--- config.mk ---
export PLATFORM = sky130hd
export DESIGN_NAME = kwdog_top
export DESIGN_NICKNAME = d
export VERILOG_FILES = /design/src/rtl/kwdog_pkg.sv /design/src/rtl/kwdog_regs.sv /design/src/rtl/kwdog_tick.sv /design/src/rtl/kwdog_count.sv /design/src/rtl/kwdog_top.sv
export SDC_FILE = /design/constraint.sdc
export NUM_CORES = 1
export LEC_CHECK = 0
export BUFFER_PORTS_ARGS = -buffer_cell sky130_fd_sc_hd__buf_2
export CORE_UTILIZATION = 52
export CTS_BUF_LIST = sky130_fd_sc_hd__clkbuf_8 sky130_fd_sc_hd__clkbuf_16
export DETAILED_ROUTE_END_ITERATION = 8
export GPL_TIMING_DRIVEN = 1
export HOLD_SLACK_MARGIN = 0.1
export PLACE_DENSITY = 0.8
export SLEW_MARGIN = 20
export SYNTH_ARGS = -nofsm -noshare
export SYNTH_HDL_FRONTEND = slang
export SYNTH_SLANG_ARGS = --single-unit
--- constraint.sdc ---
create_clock -name clk -period 2.3 [get_ports clk]
set_input_delay 0 -clock clk [delete_from_list [all_inputs] [get_ports clk]]
set_output_delay 0 -clock clk [all_outputs]
set_load 0.01 [all_outputs]
--- src/rtl/kwdog_pkg.sv ---
package kwdog_pkg;

  localparam logic [11:0] RESTART_KEY = 12'hA57;
  localparam int          SEC_W       = 5;

  typedef struct packed {
    logic [3:0] code;
    logic       rst_en;
    logic       cnt_en;
  } mode_t;

  // interval in seconds for a 4-bit code; unused codes fall back to 16
  function automatic logic [SEC_W-1:0] interval_of(input logic [3:0] code);
    logic [SEC_W-1:0] s;
    if (code >= 4'd1 && code <= 4'd6)
      s = SEC_W'(code);
    else if (code >= 4'd7 && code <= 4'd11)
      s = SEC_W'({code - 4'd3, 1'b0});
    else
      s = SEC_W'(16);
    return s;
  endfunction

endpackage

--- src/rtl/kwdog_regs.sv ---
module kwdog_regs
  import kwdog_pkg::*;
#(
  parameter int ADDR_W = 8
) (
  input  logic              clk,
  input  logic              rst_n,
  input  logic              bus_en,
  input  logic              bus_we,
  input  logic [ADDR_W-1:0] bus_addr,
  input  logic [31:0]       bus_wdata,
  output logic [31:0]       bus_rdata,
  output mode_t             mode_o,
  output logic              restart_o
);

  localparam logic [ADDR_W-1:0] A_CTRL = ADDR_W'(0);
  localparam logic [ADDR_W-1:0] A_MODE = ADDR_W'(4);

  mode_t mode_q;
  logic  wr_ctrl, wr_mode;

  assign wr_ctrl = bus_en && bus_we && (bus_addr == A_CTRL);
  assign wr_mode = bus_en && bus_we && (bus_addr == A_MODE);

  assign restart_o = wr_ctrl && bus_wdata[0] && (bus_wdata[12:1] == RESTART_KEY);

  logic unused_wdata;
  assign unused_wdata = ^{bus_wdata[31:13], bus_wdata[2]};

  always_ff @(posedge clk or negedge rst_n) begin
    if (!rst_n) begin
      mode_q <= '0;
    end else if (wr_mode) begin
      mode_q.cnt_en <= bus_wdata[0];
      mode_q.rst_en <= bus_wdata[1];
      mode_q.code   <= bus_wdata[6:3];
    end
  end

  always_comb begin
    bus_rdata = '0;
    if (bus_en && !bus_we && bus_addr == A_MODE)
      bus_rdata = {25'd0, mode_q.code, 1'b0, mode_q.rst_en, mode_q.cnt_en};
  end

  assign mode_o = mode_q;

  p_mode_stable_r3: assert property (@(posedge clk) disable iff (!rst_n)
    !wr_mode |=> $stable(mode_q));

endmodule

--- src/rtl/kwdog_tick.sv ---
module kwdog_tick #(
  parameter int CLK_HZ = 24_000_000
) (
  input  logic clk,
  input  logic rst_n,
  input  logic run_i,
  input  logic clear_i,
  output logic tick_o
);

  generate
    if (CLK_HZ <= 1) begin : g_direct
      assign tick_o = run_i && !clear_i;
    end else begin : g_div
      localparam int PW = $clog2(CLK_HZ);
      localparam logic [PW-1:0] LAST = PW'(CLK_HZ - 1);
      logic [PW-1:0] phase_q;

      always_ff @(posedge clk or negedge rst_n) begin
        if (!rst_n)                  phase_q <= '0;
        else if (clear_i || !run_i)  phase_q <= '0;
        else if (phase_q == LAST)    phase_q <= '0;
        else                         phase_q <= phase_q + 1'b1;
      end

      assign tick_o = run_i && !clear_i && (phase_q == LAST);

      p_tick_spacing_r6: assert property (@(posedge clk) disable iff (!rst_n)
        tick_o |=> !tick_o);
    end
  endgenerate

endmodule

--- src/rtl/kwdog_count.sv ---
module kwdog_count
  import kwdog_pkg::*;
#(
  parameter int RST_CYCLES = 32
) (
  input  logic       clk,
  input  logic       rst_n,
  input  mode_t      mode_i,
  input  logic       restart_i,
  input  logic       tick_i,
  output logic       expired_o,
  output logic       reset_o
);

  localparam int RW = $clog2(RST_CYCLES + 1);

  logic [SEC_W-1:0] secs_q;
  logic             expired_q;
  logic [RW-1:0]    pulse_q;
  logic             fire;

  assign fire = mode_i.cnt_en && !restart_i && !expired_q && tick_i && (secs_q <= SEC_W'(1));

  always_ff @(posedge clk or negedge rst_n) begin
    if (!rst_n) begin
      secs_q    <= SEC_W'(16);
      expired_q <= 1'b0;
    end else if (restart_i) begin
      secs_q    <= interval_of(mode_i.code);
      expired_q <= 1'b0;
    end else if (!mode_i.cnt_en) begin
      expired_q <= 1'b0;
    end else if (tick_i && !expired_q) begin
      if (fire) begin
        secs_q    <= '0;
        expired_q <= 1'b1;
      end else begin
        secs_q <= secs_q - 1'b1;
      end
    end
  end

  always_ff @(posedge clk or negedge rst_n) begin
    if (!rst_n)                       pulse_q <= '0;
    else if (fire && mode_i.rst_en)   pulse_q <= RW'(RST_CYCLES);
    else if (pulse_q != '0)           pulse_q <= pulse_q - 1'b1;
  end

  assign expired_o = expired_q;
  assign reset_o   = (pulse_q != '0);

  p_reload_nonzero_r5: assert property (@(posedge clk) disable iff (!rst_n)
    restart_i |=> (secs_q != '0) && (secs_q <= SEC_W'(16)));

  p_no_count_disabled_r7: assert property (@(posedge clk) disable iff (!rst_n)
    (!mode_i.cnt_en && !restart_i) |=> $stable(secs_q));

  p_rst_needs_enables_r8: assert property (@(posedge clk) disable iff (!rst_n)
    $rose(reset_o) |-> $past(mode_i.cnt_en && mode_i.rst_en));

  p_stay_expired_r9: assert property (@(posedge clk) disable iff (!rst_n)
    (expired_q && mode_i.cnt_en && !restart_i) |=> expired_q);

endmodule

--- src/rtl/kwdog_top.sv ---
module kwdog_top
  import kwdog_pkg::*;
#(
  parameter int CLK_HZ     = 24_000_000,
  parameter int RST_CYCLES = 32,
  parameter int ADDR_W     = 8
) (
  input  logic              clk,
  input  logic              rst_n,
  input  logic              bus_en,
  input  logic              bus_we,
  input  logic [ADDR_W-1:0] bus_addr,
  input  logic [31:0]       bus_wdata,
  output logic [31:0]       bus_rdata,
  output logic              wdt_reset_o
);

  mode_t mode;
  logic  restart, tick, expired;

  kwdog_regs #(.ADDR_W(ADDR_W)) u_regs (
    .clk       (clk),
    .rst_n     (rst_n),
    .bus_en    (bus_en),
    .bus_we    (bus_we),
    .bus_addr  (bus_addr),
    .bus_wdata (bus_wdata),
    .bus_rdata (bus_rdata),
    .mode_o    (mode),
    .restart_o (restart)
  );

  kwdog_tick #(.CLK_HZ(CLK_HZ)) u_tick (
    .clk     (clk),
    .rst_n   (rst_n),
    .run_i   (mode.cnt_en && !expired),
    .clear_i (restart),
    .tick_o  (tick)
  );

  kwdog_count #(.RST_CYCLES(RST_CYCLES)) u_count (
    .clk       (clk),
    .rst_n     (rst_n),
    .mode_i    (mode),
    .restart_i (restart),
    .tick_i    (tick),
    .expired_o (expired),
    .reset_o   (wdt_reset_o)
  );

endmodule

==> impl_metrics.yaml, run 1 <==
setup_path:
  path_class: "flip-flop to flip-flop"
  arrival_ps: 2310
  crit_path_end_kind: "flip-flop"
  cp_max_fo: 7
  start_kind: "flip-flop"
  cp.required_ps: 2480
yosys:
  syn-cell-area_um2: 2690
  synth_top_cell_by_area: "dfrtp_1"
  async_flop_share: 1.00
  syn_avg_cell_area_um2: 9.45
  synth-seq-cells: 43
  ys_warn_count: 0
  yosys-top-cells-count: "46 x nor2_1, 42 x dfrtp_1, 27 x buf_4"
  syn_inst: 285
  synth_edf_count: 0
  synthTopCellsByArea: "dfrtp_1 39%, buf_4 7.5%, nor2_1 6.4%"
  synth_ff_type: "dfrtp_1"
  synth.most_common_cell: "nor2_1"
  netlist.area_leader.share: 0.390
  synthDistinctLibCells: 47
  ys_seq_area_frac: 0.400
routing:
  viasPerCell: 5.28
  dr.pass1.iters: 5
  num_vias: 2071
  drc: 0
  drtAntennaViolNets: 0
  dr.first_iter.drc_count: 114
  wl_per_cell_um: 12.3
  postRouteWirelength_um: 4840
clock_network:
  clock_sinks: 43
  cts_setup_buffers: 0
  cts_inserted_buffers: 5
  post_cts_resized: 0
  clkTransAtPathRegs_ps: 80
  clock_latency_ps: 300
  htree_levels: 2
  tritoncts: "built"
  root_buffer: "clkbuf_8"
  clk_path_buf_depth: 2
placed_design:
  gp_congestion: 0.815
  port_buffers: 31
  placedCellCount: 377
  dp.final_hpwl_um: 3490
job:
  cap_violations: 0
status:
  status: "finished clean"
sta:
  fin_skew_ps: 9.64
  min_period_over_period: 0.929
  worstMarginPinSlew_ps: 934
  relSlewSlack: 0.377
  max_freq_mhz: 468
  fin_tns_setup_ps: 0
  hold_viol_final: 0
  fin_crit_ps: 2140
  rsz0062_at_grt: "false"
  setup_viol: 0
  slew_viol_final: 0
  hold_ws_ps: 271
global_routing:
  grt_antenna_before_repair: 0
  grt_pass1_vias: 1930
  grt_max_degree: 44
  grt_pass1_wl_um: 8280
  grtUsageTotal: 0.195
  grt_remaining_overflow: 0
layout:
  area_growth_pct: 10.1
  fin_util: 0.612
  final_nets: 376
  antenna_cells: 0
  drive_gt1_frac: 0.169
  final_cells: 392
power:
  powerDensity_nw_per_um2: 461
  leakage_nw: 1.33
  ir_worst_vdd_mv: 0.303
die:
  dieWidth_um: 74.0
  ios: 77
  rows: 25
  start_util: 0.555
  core_um2: 4850
  die_h_um: 74.0
  dieArea_um2: 5470
worst_hold_path:
  hp-class: "primary input to flip-flop"
==> area by class of cell <==
cell class / instances / area [µm²]
fill: 413 / 1880
multi-input combinational: 220 / 1400
sequential: 43 / 1080
timing repair buffer: 40 / 253
tap: 67 / 83.8
clock buffer: 6 / 82.6
inverter: 14 / 52.6
clock inverter: 2 / 16.3
==> through the flow <==
| step | instance area, µm² | worst slack, ps | power [W] |
|---|---|---|---|
| CTS | 2970 | 144 | 0.00137 |
| floorplan | 2790 | 449 | 0.000850 |
| global route | 2970 | 25.3 | 0.00142 |
| detailed placement | 2800 | 165 | 0.000858 |
| global placement | 2800 | 245 | 0.000857 |
| finish | 2970 | 162 | 0.00137 |
==> flip-flops by register name (all words and copies together) (netlist names) <==
name,count
u_count.secs_q,5
u_regs.mode_o,6
u_count.pulse_q,6
u_count.expired_o,1
u_tick.g_div.phase_q,25
==> power breakdown <==
| part | internal (W) | total [W] | switching, W |
|---|---|---|---|
| Sequential | 0.000759 | 0.000763 | 0.00000469 |
| Clock | 0.000245 | 0.000514 | 0.000269 |
| Combinational | 0.0000337 | 0.0000885 | 0.0000548 |
| Total | 0.00104 | 0.00137 | 0.000328 |
==> layout by cell type, fill, tap and decap left out, drive strengths merged, types with 2 or more instances in the layout <==
master and instances:
nand4bb 2, clkbuf 6, nor4 7, and4b 4
mux2 6, a211oi 3, ha 8, nor4bb 2
and2 5, buf 33, and4 3, a41oi 2
nand2 12, or3 4, xor2 8, dfrtp 42
nand4 10, mux2i 4, nor3 8, nor2b 2
a21oi 9, nor2 46, xnor2 16, nand2b 3
nor3b 3, inv 14, and3 4, nand3 12
o21ai 3, dlygate4sd3 7, conb 26
==> layer usage <==
layer	GRT usage	part of all wire	vias up
met3	0.0271	0.056	8
met1	0.254	0.45	968
met5	0	0	-
met2	0.331	0.48	90
li1	-	-	1005
met4	0.0748	0.017	0
==> cells by family after synthesis <==
kind of cell,share of synthesized area
other,0.00139
and+or+nand+nor,0.273
adders and majority gates,0.0372
xor gates and xnor gates,0.0781
AOI/OAI and AO/OA,0.0558
buffers and inverters,0.115
DFF,0.400
muxes,0.0400
==> final timing paths <==
check | cells after the start | from | slack [ps] | to
worst min-delay path | 3 | bus_addr[2] | 270 | u_regs.mode_o[3]$_DFFE_PN0P_
worst min register to register | 1 | u_tick.g_div.phase_q[0]$_DFF_PN0_ | 530 | u_tick.g_div.phase_q[0]$_DFF_PN0_
worst max register to register | 6 | u_tick.g_div.phase_q[0]$_DFF_PN0_ | 160 | u_count.pulse_q[1]$_DFFE_PN0P_
worst max-delay path | 6 | u_tick.g_div.phase_q[0]$_DFF_PN0_ | 160 | u_count.pulse_q[1]$_DFFE_PN0P_
min in group asynchronous | 2 | rst_n | 380 | u_tick.g_div.phase_q[9]$_DFF_PN0_
max in group asynchronous | 2 | rst_n | 1350 | u_count.pulse_q[5]$_DFFE_PN0P_
==> critical path: stages, from the launching register on <==
cell	delay (ps)
dfrtp_1	430
ha_1	250
nand2_1	170
nor4_4	360
and2_1	330
and4b_1	380
a211oi_1	80
==> timing repair <==
action,in CTS,in global routing
hold buffers,7,0
hold endpoints to repair,48,0
setup endpoints to repair,0,0
No activity file was read; power rests on OpenSTA's default activity.
==> run 2: changes to the inputs <==
--- a/config.mk
+++ b/config.mk
@@ -6,13 +6,14 @@
 export NUM_CORES = 1
 export LEC_CHECK = 0
 export BUFFER_PORTS_ARGS = -buffer_cell sky130_fd_sc_hd__buf_2
-export CORE_UTILIZATION = 52
+export CORE_UTILIZATION = 53
 export CTS_BUF_LIST = sky130_fd_sc_hd__clkbuf_8 sky130_fd_sc_hd__clkbuf_16
 export DETAILED_ROUTE_END_ITERATION = 8
 export GPL_TIMING_DRIVEN = 1
 export HOLD_SLACK_MARGIN = 0.1
-export PLACE_DENSITY = 0.8
+export PLACE_DENSITY = 0.81
 export SLEW_MARGIN = 20
 export SYNTH_ARGS = -nofsm -noshare
 export SYNTH_HDL_FRONTEND = slang
+export SYNTH_HIERARCHICAL = 1
 export SYNTH_SLANG_ARGS = --single-unit
==> impl_metrics.yaml, run 2 <==
status:
  status: "complete, but fails checks"
  violations: "negative setup slack"
setup_path:
  crit_end: "u_count/pulse_q[2]$_DFFE_PN0P_"
  start_kind: "flip-flop"
  cp_max_fo: 6
  cp.required_ps: 2460
  path_class: "flip-flop to flip-flop"
  rrSetupSlack_ps: -150
  setup.worst_path.start: "u_tick/g_div.phase_q[23]$_DFF_PN0_"
  reg2reg_to: "u_count/pulse_q[2]$_DFFE_PN0P_"
  arrival_ps: 2610
  rr_startpoint: "u_tick/g_div.phase_q[23]$_DFF_PN0_"
  ff2ff_path_depth: 8
  crit_path_end_kind: "flip-flop"
yosys:
  ys_warn_count: 6
  synthDistinctLibCells: 62
  yosys-top-cells-count: "42 x dfrtp_1, 26 x buf_4, 21 x nor2_1"
  syn_inst: 289
  synthTopCellsByArea: "dfrtp_1 37%, buf_4 6.9%, ha_1 4.0%"
  syn-cell-area_um2: 2820
  synth-seq-cells: 43
  synth_ff_type: "dfrtp_1"
  async_flop_share: 1.00
  netlist.area_leader.share: 0.373
  synth_top_cell_by_area: "dfrtp_1"
  synth_edf_count: 0
  synth.most_common_cell: "dfrtp_1"
  syn_avg_cell_area_um2: 9.76
  ys_seq_area_frac: 0.382
clock_network:
  clock_latency_ps: 290
  clkTransAtPathRegs_ps: 80
  cts_inserted_buffers: 5
  root_buffer: "clkbuf_8"
  htree_levels: 2
  clk_path_buf_depth: 2
  clock_sinks: 43
  tritoncts: "built"
worst_hold_path:
  hp-class: "primary input to flip-flop"
routing:
  wl_per_cell_um: 13.7
  num_vias: 2322
  viasPerCell: 5.54
  drc: 0
  postRouteWirelength_um: 5760
  drtAntennaViolNets: 0
  dr.pass1.iters: 4
  dr.first_iter.drc_count: 142
placed_design:
  gp_congestion: 0.797
  dp.final_hpwl_um: 4010
  port_buffers: 31
global_routing:
  grt_max_degree: 44
  grt_antenna_before_repair: 0
  grt_pass1_wl_um: 9140
  grt_pass1_vias: 2102
  grtUsageTotal: 0.215
  grt_remaining_overflow: 0
layout:
  multi_input_area_um2: 1610
  final_cell_mix: "42 x dfrtp_1, 31 x buf_2, 26 x conb_1, 21 x buf_4, 20 x nor2_1"
  seqCellArea_um2: 1080
  largest_reg_flops: 25
  antenna_cells: 0
  final_nets: 401
  final_common_cell: "dfrtp_1"
  drive_gt1_frac: 0.266
  fin_util: 0.642
  area_growth_pct: 16.3
  regMostFlops: "u_tick/g_div.phase_q"
  num-fill-cells: 402
die:
  ios: 77
  rows: 26
  core_um2: 5110
  dieArea_um2: 5620
  dieWidth_um: 74.9
  start_util: 0.552
  die_h_um: 74.9
power:
  p_sw_w: 0.000315
  p_int_w: 0.00100
  switching_share: 0.239
  combPwrFrac: 0.076
  clockPowerShare: 0.344
  leakage_nw: 1.43
  powerDensity_nw_per_um2: 402
  ir_worst_vdd_mv: 0.291
  seqPwrFrac: 0.580
job:
  cap_violations: 0
sta:
  fin_ws_ps: -149
  fin_skew_ps: 5.79
  relSlewSlack: 0.360
  worstMarginPinSlew_ps: 961
  min_period_over_period: 1.06
  max_freq_mhz: 408
  fin_crit_ps: 2450
  setup_viol: 10
  hold_viol_final: 0
  fin_tns_setup_ps: -1070
  slew_viol_final: 0
  rsz0062_at_grt: "true"
==> run 2: cell count changes in the layout (fill, tap and decap cells not counted), moves of 4 or more <==
| cell | before | now |
|---|---|---|
| nor3_1 | 8 | 4 |
| or4_1 | 0 | 7 |
| nor4_1 | 5 | 1 |
| xnor2_1 | 16 | 9 |
| buf_4 | 1 | 21 |
| a21oi_1 | 9 | 17 |
| o31ai_1 | 0 | 8 |
| nor2_1 | 46 | 20 |
| nand4_1 | 9 | 4 |
| nand2_1 | 12 | 16 |
| xor2_1 | 8 | 3 |
| o21ai_0 | 3 | 8 |
==> run 2: cells by family after synthesis <==
logic type / Yosys count / synth area share
compound gates: 50 / 0.115
xor+xnor: 12 / 0.0373
fa+ha+maj: 9 / 0.0399
buf+inv: 44 / 0.104
flops: 43 / 0.382
mux: 10 / 0.0382
other cells: 1 / 0.00133
simple gates: 120 / 0.282
==> run 2: layer usage <==
| metal | vias up | global-route usage | share of wire |
|---|---|---|---|
| li1 | 1114 | - | - |
| met1 | 1120 | 0.273 | 0.44 |
| met2 | 81 | 0.373 | 0.50 |
| met3 | 7 | 0.0388 | 0.049 |
| met4 | 0 | 0.0650 | 0.0071 |
| met5 | - | 0 | 0 |
==> run 2: worst min path at each step <==
| stage | start | endpoint | slack [ps] | depth (start not counted) |
|---|---|---|---|---|
| final | bus_addr[2] | u_regs/mode_o[4]$_DFFE_PN0P_ | 120 | 3 |
| after global placement | rst_n | u_tick/g_div.phase_q[21]$_DFF_PN0_ | 200 | 1 |
| after detailed placement | rst_n | u_tick/g_div.phase_q[21]$_DFF_PN0_ | 200 | 1 |
| after floorplan | rst_n | u_count/expired_o$_DFFE_PN0P_ | -300 | 0 |
| after CTS | bus_addr[2] | u_regs/mode_o[4]$_DFFE_PN0P_ | 110 | 3 |
| after global routing | bus_addr[2] | u_regs/mode_o[4]$_DFFE_PN0P_ | 130 | 3 |
==> run 2: per-stage QoR <==
step	power (W)	setup slack [ps]	std cells	hold slack (ps)	instance area [µm²]
floorplan	0.000855	-41.1	314	-296	2930
global placement	0.000866	-82.3	399	197	3060
detailed placement	0.000869	-163	399	201	3060
CTS	0.00133	-132	416	115	3230
global route	0.00137	-303	419	134	3280
finish	0.00132	-149	419	121	3280
==> run 2: area by class of cell <==
type                       instances  area share
multi-input combinational        228       0.491
sequential                        43       0.328
timing repair buffer              59       0.117
tap                               70      0.0267
clock buffer                       5      0.0210
inverter                          11      0.0126
clock inverter                     3     0.00381
==> run 2: power by group through the flow <==
stage	Combinational [W]	Clock (W)	Sequential, W
2_1_floorplan	0.0000773	0	0.000777
3_3_place_gp	0.0000874	0	0.000779
3_5_place_dp	0.0000900	0	0.000779
4_1_cts	0.0000992	0.000468	0.000764
5_1_grt	0.000114	0.000496	0.000765
6_report	0.000100	0.000454	0.000764
==> run 2: timing repair <==
item,4_1_cts,5_1_grt
hold buffers,7,0
gates cloned,0,1
hold endpoints to repair,48,0
buffers inserted,2,2
resized for setup,3,7
pin swaps,2,7
endpoints found under the setup margin,12,28
==> run 2: worst max-delay path: stages (launching register included) <==
cell      delay, ps
dfrtp_1         390
or4bb_1         550
nor4_4          340
nand4_1         160
nor2_2          140
and3b_2         230
nand4b_4        110
nor3b_4         310
a21oi_1          90
==> run 3: changes to the inputs <==
--- a/config.mk
+++ b/config.mk
@@ -11,7 +11,7 @@
 export DETAILED_ROUTE_END_ITERATION = 8
 export GPL_TIMING_DRIVEN = 1
 export HOLD_SLACK_MARGIN = 0.1
-export PLACE_DENSITY = 0.81
+export PLACE_DENSITY = 0.9
 export SLEW_MARGIN = 20
 export SYNTH_ARGS = -nofsm -noshare
 export SYNTH_HDL_FRONTEND = slang
==> impl_metrics.yaml, run 3 (same netlist as run 2, synthesis figures left out) <==
status:
  status: "complete, but fails checks"
  violations: "negative setup slack"
worst_hold_path:
  min_from: "bus_addr[2]"
  min_path_cells: 3
  hp-class: "primary input to flip-flop"
sta:
  min_period_over_period: 1.09
  relSlewSlack: 0.360
  setup_viol: 12
  fin_tns_setup_ps: -1940
  rsz0062_at_grt: "true"
  slew_viol_final: 0
  max_freq_mhz: 399
  worstMarginPinSlew_ps: 959
  fin_ws_ps: -209
  fin_crit_ps: 2510
  fin_skew_ps: 9.12
  hold_ws_ps: 108
  hold_viol_final: 0
layout:
  largest_reg_flops: 25
  area_growth_pct: 20.6
  final_common_cell: "dfrtp_1"
  final_cell_mix: "42 x dfrtp_1, 31 x buf_2, 26 x conb_1, 23 x buf_4, 20 x nor2_1"
  fin_util: 0.666
  drive_gt1_frac: 0.278
  final_nets: 408
  final_cells: 426
  num-fill-cells: 420
  regMostFlops: "u_tick/g_div.phase_q"
  antenna_cells: 0
clock_network:
  htree_levels: 2
  cts_inserted_buffers: 5
  clk_path_buf_depth: 2
  clock_sinks: 43
  tritoncts: "built"
  clkTransAtPathRegs_ps: 90
  clock_latency_ps: 310
  root_buffer: "clkbuf_8"
global_routing:
  grt_pass1_wl_um: 9920
  grt_remaining_overflow: 0
  grtUsageTotal: 0.235
  grt_max_degree: 44
  grt_pass1_vias: 2230
  grt_antenna_before_repair: 0
setup_path:
  cpMaxStageDelayCell: "or4b_4"
  slowest_delay_ps: 550
  ff2ff_path_depth: 8
  rr_startpoint: "u_tick/g_div.phase_q[16]$_DFF_PN0_"
  path_buf_inv: 0
  critPathTopFamily: "simple AND/OR/NAND/NOR gates"
  start_kind: "flip-flop"
  cp_max_fo: 6
  arrival_ps: 2760
  cp.depth: 8
  path_cells: "or4b_4, nor4_4, nand4_1, nor2_2, and3b_2, nand4b_4, nor3b_4, a311o_2"
  cp.required_ps: 2550
  crit_path_end_kind: "flip-flop"
  setup.worst_path.start: "u_tick/g_div.phase_q[16]$_DFF_PN0_"
  path_class: "flip-flop to flip-flop"
die:
  core_um2: 5110
  rows: 26
  start_util: 0.552
  die_h_um: 74.9
  dieArea_um2: 5620
  dieWidth_um: 74.9
  ios: 77
placed_design:
  dp.final_hpwl_um: 4030
  port_buffers: 31
  placedCellCount: 398
  gp_congestion: 0.837
power:
  leakage_nw: 1.47
  ir_worst_vdd_mv: 0.288
  power_w: 0.00158
  powerDensity_nw_per_um2: 463
routing:
  num_vias: 2392
  dr.pass1.iters: 4
  drtAntennaViolNets: 0
  postRouteWirelength_um: 6170
  wl_per_cell_um: 14.5
  viasPerCell: 5.62
  dr.first_iter.drc_count: 143
  drc: 0
job:
  cap_violations: 0
==> run 3: worst reg2reg max path: stages (launching register included) <==
cell and delay (ps):
dfrtp_1 400, or4b_4 550, nor4_4 310, nand4_1 190, nor2_2 170, and3b_2 230, nand4b_4 110, nor3b_4 330
a311o_2 160
==> run 3: cell type report <==
class,count,area (µm²),area share
clock inverters,3,67.6,0.0199
repair buffers,66,449,0.132
well taps,70,87.6,0.0258
flip-flops and latches,43,1080,0.317
inverters,11,41.3,0.0121
clock buffers,5,68.8,0.0202
multi-input cells,228,1610,0.473
==> run 3: power breakdown <==
| group | leakage [nW] | internal, W | switching, W |
|---|---|---|---|
| clock network | 0.0644 | 0.000433 | 0.000276 |
| logic | 0.808 | 0.0000417 | 0.0000609 |
| registers | 0.597 | 0.000759 | 0.00000548 |
| total | 1.47 | 0.00123 | 0.000343 |
==> run 3: metrics by stage <==
step	cell area, µm²	worst slack [ps]
final	3400	-209
after floorplan	2930	-41.1
after global placement	3050	-11.5
after CTS	3310	-69.1
after global routing	3400	-333
after detailed placement	3050	-101
==> run 3: worst paths after layout <==
check | to | slack, ps
setup reg to reg | u_count/pulse_q[5]$_DFFE_PN0P_ | -210
max in group asynchronous | u_tick/g_div.phase_q[20]$_DFF_PN0_ | 1320
hold / removal | u_regs/mode_o[2]$_DFFE_PN0P_ | 110
hold reg to reg | u_tick/g_div.phase_q[0]$_DFF_PN0_ | 510
min in group asynchronous | u_tick/g_div.phase_q[22]$_DFF_PN0_ | 390
setup / recovery | u_count/pulse_q[5]$_DFFE_PN0P_ | -210
==> run 3: what timing repair did <==
item	4_1_cts	5_1_grt
resized for setup	3	8
hold buffers	11	0
endpoints found under the setup margin	10	14
cloned	0	1
setup buffers	1	7
endpoints found under the hold margin	48	0
pin swaps	1	11
==> run 3: routing by layer <==
metal	vias to the layer above	wire length, µm	share of wire	GRT usage
li1	1126	-	-	-
met1	1163	2620	0.43	0.305
met4	0	103	0.017	0.0692
met2	90	3190	0.52	0.400
met5	-	0	0	0
met3	13	253	0.041	0.0455
